<file path="src/rtl/fdiv_pkg.sv">
package fdiv_pkg;

    typedef enum logic {
        FDIV_FRAC = 1'b0,
        FDIV_NORM = 1'b1
    } fdiv_mode_e;

    typedef struct packed {
        logic       en;
        logic       tick;
        logic       load;
        fdiv_mode_e mode;
    } fdiv_ctrl_t;

endpackage

</file>
<file path="src/rtl/fdiv_next_calc.sv">
module fdiv_next_calc
    import fdiv_pkg::*;
#(
    parameter int W = 8
) (
    input  logic [W-1:0] res_i,
    input  logic [W-1:0] step_i,
    input  fdiv_mode_e   mode_i,
    output logic [W-1:0] next_o,
    output logic         carry_o
);
    logic [W:0] frac_sum;
    logic [W:0] norm_sum;

    always_comb begin
        frac_sum = {1'b0, res_i} + {1'b0, step_i};
        norm_sum = {1'b0, res_i} + {{W{1'b0}}, 1'b1};
        if (mode_i == FDIV_FRAC) begin
            next_o  = frac_sum[W-1:0];
            carry_o = frac_sum[W];
        end else begin
            carry_o = norm_sum[W];
            next_o  = norm_sum[W] ? step_i : norm_sum[W-1:0];
        end
    end
endmodule

</file>
<file path="src/rtl/fdiv_pulse_qual.sv">
module fdiv_pulse_qual
    import fdiv_pkg::*;
(
    input  fdiv_ctrl_t ctrl_i,
    input  logic       carry_i,
    output logic       pulse_o
);
    always_comb begin
        pulse_o = ctrl_i.en && ctrl_i.tick && !ctrl_i.load && carry_i;
    end
endmodule

</file>
<file path="src/rtl/frac_clk_en_div.sv">
module frac_clk_en_div
    import fdiv_pkg::*;
#(
    parameter int W = 8
) (
    input  logic         clk_i,
    input  logic         rst_i,
    input  logic         tick_i,
    input  logic         en_i,
    input  logic         mode_i,
    input  logic [W-1:0] step_i,
    input  logic         load_i,
    input  logic [W-1:0] load_val_i,
    output logic         pulse_o,
    output logic [W-1:0] res_o
);
    localparam logic [W-1:0] RES_ZERO = '0;

    typedef struct packed {
        logic [W-1:0] res;
    } state_t;

    state_t     state_d;
    state_t     state_q;
    fdiv_ctrl_t ctrl;
    logic [W-1:0] acc_next;
    logic         acc_carry;

    always_comb begin
        ctrl.en   = en_i;
        ctrl.tick = tick_i;
        ctrl.load = load_i;
        ctrl.mode = fdiv_mode_e'(mode_i);
    end

    fdiv_next_calc #(.W(W)) u_calc (
        .res_i   (state_q.res),
        .step_i  (step_i),
        .mode_i  (ctrl.mode),
        .next_o  (acc_next),
        .carry_o (acc_carry)
    );

    fdiv_pulse_qual u_qual (
        .ctrl_i  (ctrl),
        .carry_i (acc_carry),
        .pulse_o (pulse_o)
    );

    always_comb begin
        state_d = state_q;
        if (!ctrl.en) begin
            state_d.res = RES_ZERO;
        end else if (ctrl.load) begin
            state_d.res = load_val_i;
        end else if (ctrl.tick) begin
            state_d.res = acc_next;
        end
    end

    always_ff @(posedge clk_i) begin
        if (rst_i) begin
            state_q.res <= RES_ZERO;
        end else begin
            state_q <= state_d;
        end
    end

    assign res_o = state_q.res;
endmodule

</file>
<file path="config.mk">
export PLATFORM = sky130hd
export DESIGN_NAME = frac_clk_en_div
export DESIGN_NICKNAME = d
export VERILOG_FILES = /design/src/rtl/fdiv_pkg.sv /design/src/rtl/fdiv_next_calc.sv /design/src/rtl/fdiv_pulse_qual.sv /design/src/rtl/frac_clk_en_div.sv
export SDC_FILE = /design/constraint.sdc
export NUM_CORES = 1
export LEC_CHECK = 0
export BUFFER_PORTS_ARGS = -buffer_cell sky130_fd_sc_hd__clkbuf_2
export CELL_PAD_IN_SITES_DETAIL_PLACEMENT = 0
export CELL_PAD_IN_SITES_GLOBAL_PLACEMENT = 1
export CORE_ASPECT_RATIO = 1.75
export CORE_UTILIZATION = 32
export CTS_CLUSTER_DIAMETER = 120
export CTS_CLUSTER_SIZE = 8
export DETAILED_ROUTE_END_ITERATION = 12
export GPL_ROUTABILITY_DRIVEN = 0
export PLACE_DENSITY = 0.81
export SLEW_MARGIN = 10
export SYNTH_ARGS = -nofsm -noshare
export SYNTH_HDL_FRONTEND = slang
export SYNTH_SLANG_ARGS = --single-unit
</file>
<file path="constraint.sdc">
create_clock -name clk_i -period 2.85 [get_ports clk_i]
set_input_delay 0.57 -clock clk_i [delete_from_list [all_inputs] [get_ports clk_i]]
set_output_delay 0.57 -clock clk_i [all_outputs]
set_load 0.01 [all_outputs]
</file>
### Yosys cells after proc, flatten, opt, wreduce, memory -nomap -nowiden

Index checks and enable logic that the tools add are counted.

| word-level totals | value |
|---|---|
| register bits after elaboration | 8 |

| operators by class | value |
|---|---|
| multiplexer cells | 5 |
| reductions and logical operators | 6 |
| bitwise logic cells | 1 |
| $add $sub $neg | 2 |

Operators by type and width:

| operator | count |
|---|---|
| $mux W8 | 4 |
| $add A8 B1 Y9 const B | 1 |
| $add A8 B8 Y9 | 1 |
| $logic_and A1 B1 Y1 | 3 |
| $reduce_bool A2 Y1 | 1 |
| $reduce_or A2 Y1 | 1 |
| $logic_not A1 Y1 | 1 |
| $mux W1 | 1 |
| $not A1 Y1 | 1 |

### Longest topological paths before layout

| logic depth | value |
|---|---|
| depth in word-level cells | 5 |
| depth in mapped cells | 8 |
| gate-level depth less buffers | 8 |

### Modules after synthesis

From an unflattened synthesis, not the netlist that was laid out.

| second synthesis, totals | value |
|---|---|
| cells, all modules | 127 |
| area total of the unflattened synthesis | 1,024.7 sq um |

Modules (own cells, without submodules):

| module | cells an instance | sequential area each (sq um) | times used | area an instance (sq um) |
|---|---|---|---|---|
| fdiv_next_calc | 90 | 0.0 | 1 | 639.4 |
| frac_clk_en_div | 36 | 160.2 | 1 | 375.4 |
| fdiv_pulse_qual | 1 | 0.0 | 1 | 10.0 |

### Worst setup path after synthesis

Ideal clock, no wire load.

| path | value |
|---|---|
| path kind | input-to-output |
| from | in step_i[0] |
| to | out pulse_o |
| buffers on the path | 0 |
| cell stages on the path | 8 |
| data required time | 2.280 ns |
| arrival time | 1.840 ns |
| path slack | 0.440 ns |
| cells stage by stage | ha_1 -> inv_1 -> fa_1 -> nor2b_1 -> o21a_1 -> o21a_1 -> o21bai_1 -> a21oi_1 |

| on the way | value |
|---|---|
| word-level cells in the longest chain between the ends | 3 |

RTL lines:

| item | RTL line | source |
|---|---|---|
| start, declared | frac_clk_en_div.sv:11 | `input logic [W-1:0] step_i,` |
| $add A8 B8 Y9 | fdiv_next_calc.sv:16 | `frac_sum = {1'b0, res_i} + {1'b0, step_i};` |
| $mux W1 | fdiv_next_calc.sv:18 | `if (mode_i == FDIV_FRAC) begin` |
| $logic_and A1 B1 Y1 | fdiv_pulse_qual.sv:9 | `pulse_o = ctrl_i.en && ctrl_i.tick && !ctrl_i.load && carry_i;` |
| end, declared | frac_clk_en_div.sv:14 | `output logic pulse_o,` |

Every way passes these cells.

### Worst setup path in the final report

Ends and elaborated chain as after synthesis.

==> impl_metrics.json <==
{
  "p_comb_share_pct": 32.6,
  "slew-limit-headroom_pct": 65.8,
  "num-nets-final": 203,
  "r2r_end": "res_o[4]",
  "grt_pass1_vias": 1149,
  "drive_above_1_share_pct": 27.2,
  "rows": 27,
  "largest_reg_flops": 8,
  "fin_area_sq_mm": 0.00128,
  "finalSetupViolations": 0,
  "tightest_slew_ns": 0.509,
  "finalNonFillerCells": 212,
  "worstPathCellList": "clkbuf_2, ha_1, inv_1, fa_1, nor2b_1, o21a_1, o21a_1, o21bai_1, a21oi_1, clkbuf_2",
  "place_area_sq_mm": 0.00124,
  "vias": 1168,
  "grt_pass1_wl_microns": 5120,
  "avgSynthCellArea_sq_um": 7.50,
  "max_cap_viol_count": 0,
  "syn_nets": 171,
  "start_util_pct": 33.5,
  "dp_cells": 209,
  "crit_path_start_kind": "primary input",
  "end_kind": "primary output",
  "clk-insertion-delay-late_ns": 0.22,
  "path_clk_slew_ns": 0.04,
  "synth_ff_type": "dfxtp_1",
  "critPathKind": "in -> out",
  "cts_tree": "yes",
  "area_growth_pct": 22.7,
  "muxShareOfSynthArea_pct": 4.92,
  "min-delay-start": "load_val_i[2]",
  "ctsHoldBuffers": 0,
  "fin_crit_sh_pct": 95.0,
  "synth_top_family_by_area": "compound AO/OA/AOI/OAI gates",
  "synth-edff-count": 0,
  "cts_buffers": 3,
  "cts_root_buf": "clkbuf_8",
  "r2r_slack_ns": 0.84,
  "die_w_microns": 45.1,
  "rsz0062_at_grt": "false",
  "htreeDepth": 1,
  "ctsLongestPathBuffers": 2,
  "cp_max_fo": 3,
  "required_ns": 2.28,
  "peakVddDrop_v": 0.000224,
  "drc": 0,
  "synth_adder_area_share_pct": 12.7,
  "firstDrtPassIters": 4,
  "synthXorXnorAreaFrac_pct": 3.36,
  "hold_viol": 0,
  "hpwlAfterDp_microns": 2580,
  "grt_use_total_pct": 18.9,
  "numClockSinks": 8,
  "core_area_sq_mm": 0.00311,
  "power.density_mw_per_mm2": 309,
  "hold_depth": 3,
  "postCtsSetupRepairBufs": 0,
  "status": "finished clean",
  "place.port_buffers": 30,
  "power.share.clock_pct": 34.3,
  "antenna_found_initial": 0,
  "drt-total-wl_microns": 3080,
  "fin_worst_skew_ns": 0.000189,
  "power.switching_mw": 0.126,
  "hold_end": "res_o[2]",
  "pwr-share-seq_pct": 33.2,
  "drv_slew": 0,
  "drt_iter0_markers": 23,
  "ys_seq_elements": 8,
  "synthSimpleGateAreaFrac_pct": 23.6,
  "slowest_stage": "fa_1",
  "critPathArrivalTime_ns": 2.14,
  "fp.dieH_microns": 77.5,
  "via_per_inst": 5.51,
  "synthCells": 139,
  "grt_max_degree": 17,
  "p_int_mw": 0.269,
  "r2r_start": "res_o[2]",
  "final_antenna_net_count": 0,
  "r2r_cells": 6,
  "hp-class": "in -> reg",
  "swShare_pct": 31.9,
  "yosysWarnings": 0,
  "boundaryPins": 31,
  "leakagePower_nw": 0.551,
  "async_reset_ff_share_pct": 0,
  "min_period_ns": 2.71,
  "avgRoutedWirePerCell_microns": 14.5,
  "fmax_mhz": 369,
  "grt_overflow": 0,
  "syn_area_sq_mm": 0.00104,
  "antenna_cells": 0,
  "yosysSeqAreaShare_pct": 15.4,
  "slowest_delay_ns": 0.40,
  "synth_cell_types": 48,
  "dieArea_sq_mm": 0.00350,
  "fin_tns_setup_ns": 0,
  "synth_compound_area_share_pct": 34.3
}
how the worst max path moves through the flow:
stage,from,to,slack (ns),cells after the start
CTS,res_o[0],pulse_o,0.11,9
floorplan,step_i[0],pulse_o,0.44,8
detailed placement,step_i[0],pulse_o,0.14,10
finish,step_i[0],pulse_o,0.14,10
global placement,step_i[0],pulse_o,0.18,10
global route,step_i[0],pulse_o,0.01,10
worst max-delay path: cells and delay by family:
kind	cells	cell delay (ns)
AO/OA/AOI/OAI	4	0.53
adder cells (fa/ha/maj)	2	0.59
buffers and inverters	3	0.29
AND/OR/NAND/NOR	1	0.14
placed cells by master, fill, tap and decap left out, types with 5 or more instances in the layout:
cell / instances
clkbuf_2: 30
ha_1: 9
nand3_1: 7
or3_1: 5
nor3_1: 8
o21a_1: 5
a21oi_1: 11
inv_1: 6
nand2_1: 9
dfxtp_1: 7
o21ai_0: 15
power by group through the flow:
stage | clock network, mW | logic (mW) | registers (mW)
final | 0.135 | 0.129 | 0.131
after global routing | 0.146 | 0.143 | 0.132
after CTS | 0.139 | 0.129 | 0.130
after detailed placement | 0 | 0.128 | 0.132
after global placement | 0 | 0.125 | 0.132
after floorplan | 0 | 0.0849 | 0.131
cells in the mapped netlist (3+ instances only):
library cell | count | area share (%)
a211oi_1 | 3 | 2.2
a21oi_1 | 11 | 5.3
a31oi_1 | 4 | 2.4
dfxtp_1 | 8 | 15
ha_1 | 9 | 11
inv_1 | 6 | 2.2
mux2i_1 | 4 | 3.8
nand2_1 | 9 | 3.2
nand3_1 | 7 | 3.4
nor2b_1 | 4 | 2.4
nor3_1 | 8 | 3.8
o21a_1 | 5 | 3.6
o21ai_0 | 15 | 7.2
or3_1 | 5 | 3.0
stage by stage:
step	hold slack (ns)	setup WS [ns]	utilization (%)	power [mW]
5_1_grt	0.615	0.0101	41.1	0.422
6_report	0.580	0.143	41.1	0.395
3_3_place_gp	0.589	0.175	39.8	0.257
2_1_floorplan	0.602	0.440	-	0.216
3_5_place_dp	0.631	0.142	39.8	0.260
4_1_cts	0.581	0.115	41.1	0.398
layer usage:
layer  vias to the layer above  track usage, %  share of wire (%)
li1                        591               -                  -
met2                        22            33.8                 55
met3                        10            2.33                2.8
met5                         -               0                  0
met4                         0            6.97                2.3
met1                       545            21.6                 39
layout make-up:
cell class                 count  area, sq um
inverter                       7         26.3
clock buffer                   3         41.3
fill                         349         1830
tap                           43         53.8
multi-input combinational    118          823
timing repair buffer          33          173
sequential                     8          161
cells by family after synthesis:
| kind of cell | Yosys count |
|---|---|
| buffers and inverters | 13 |
| DFF | 8 |
| muxes | 5 |
| adders and majority gates | 10 |
| AOI/OAI and AO/OA | 54 |
| and+or+nand+nor | 45 |
| xor gates and xnor gates | 4 |
what timing repair did:
item | in CTS | in global routing
gates resized for setup | 0 | 1
endpoints found under the setup margin | 0 | 1
hold endpoints to repair | 0 | 0
Power figures use the tool's default switching activity.
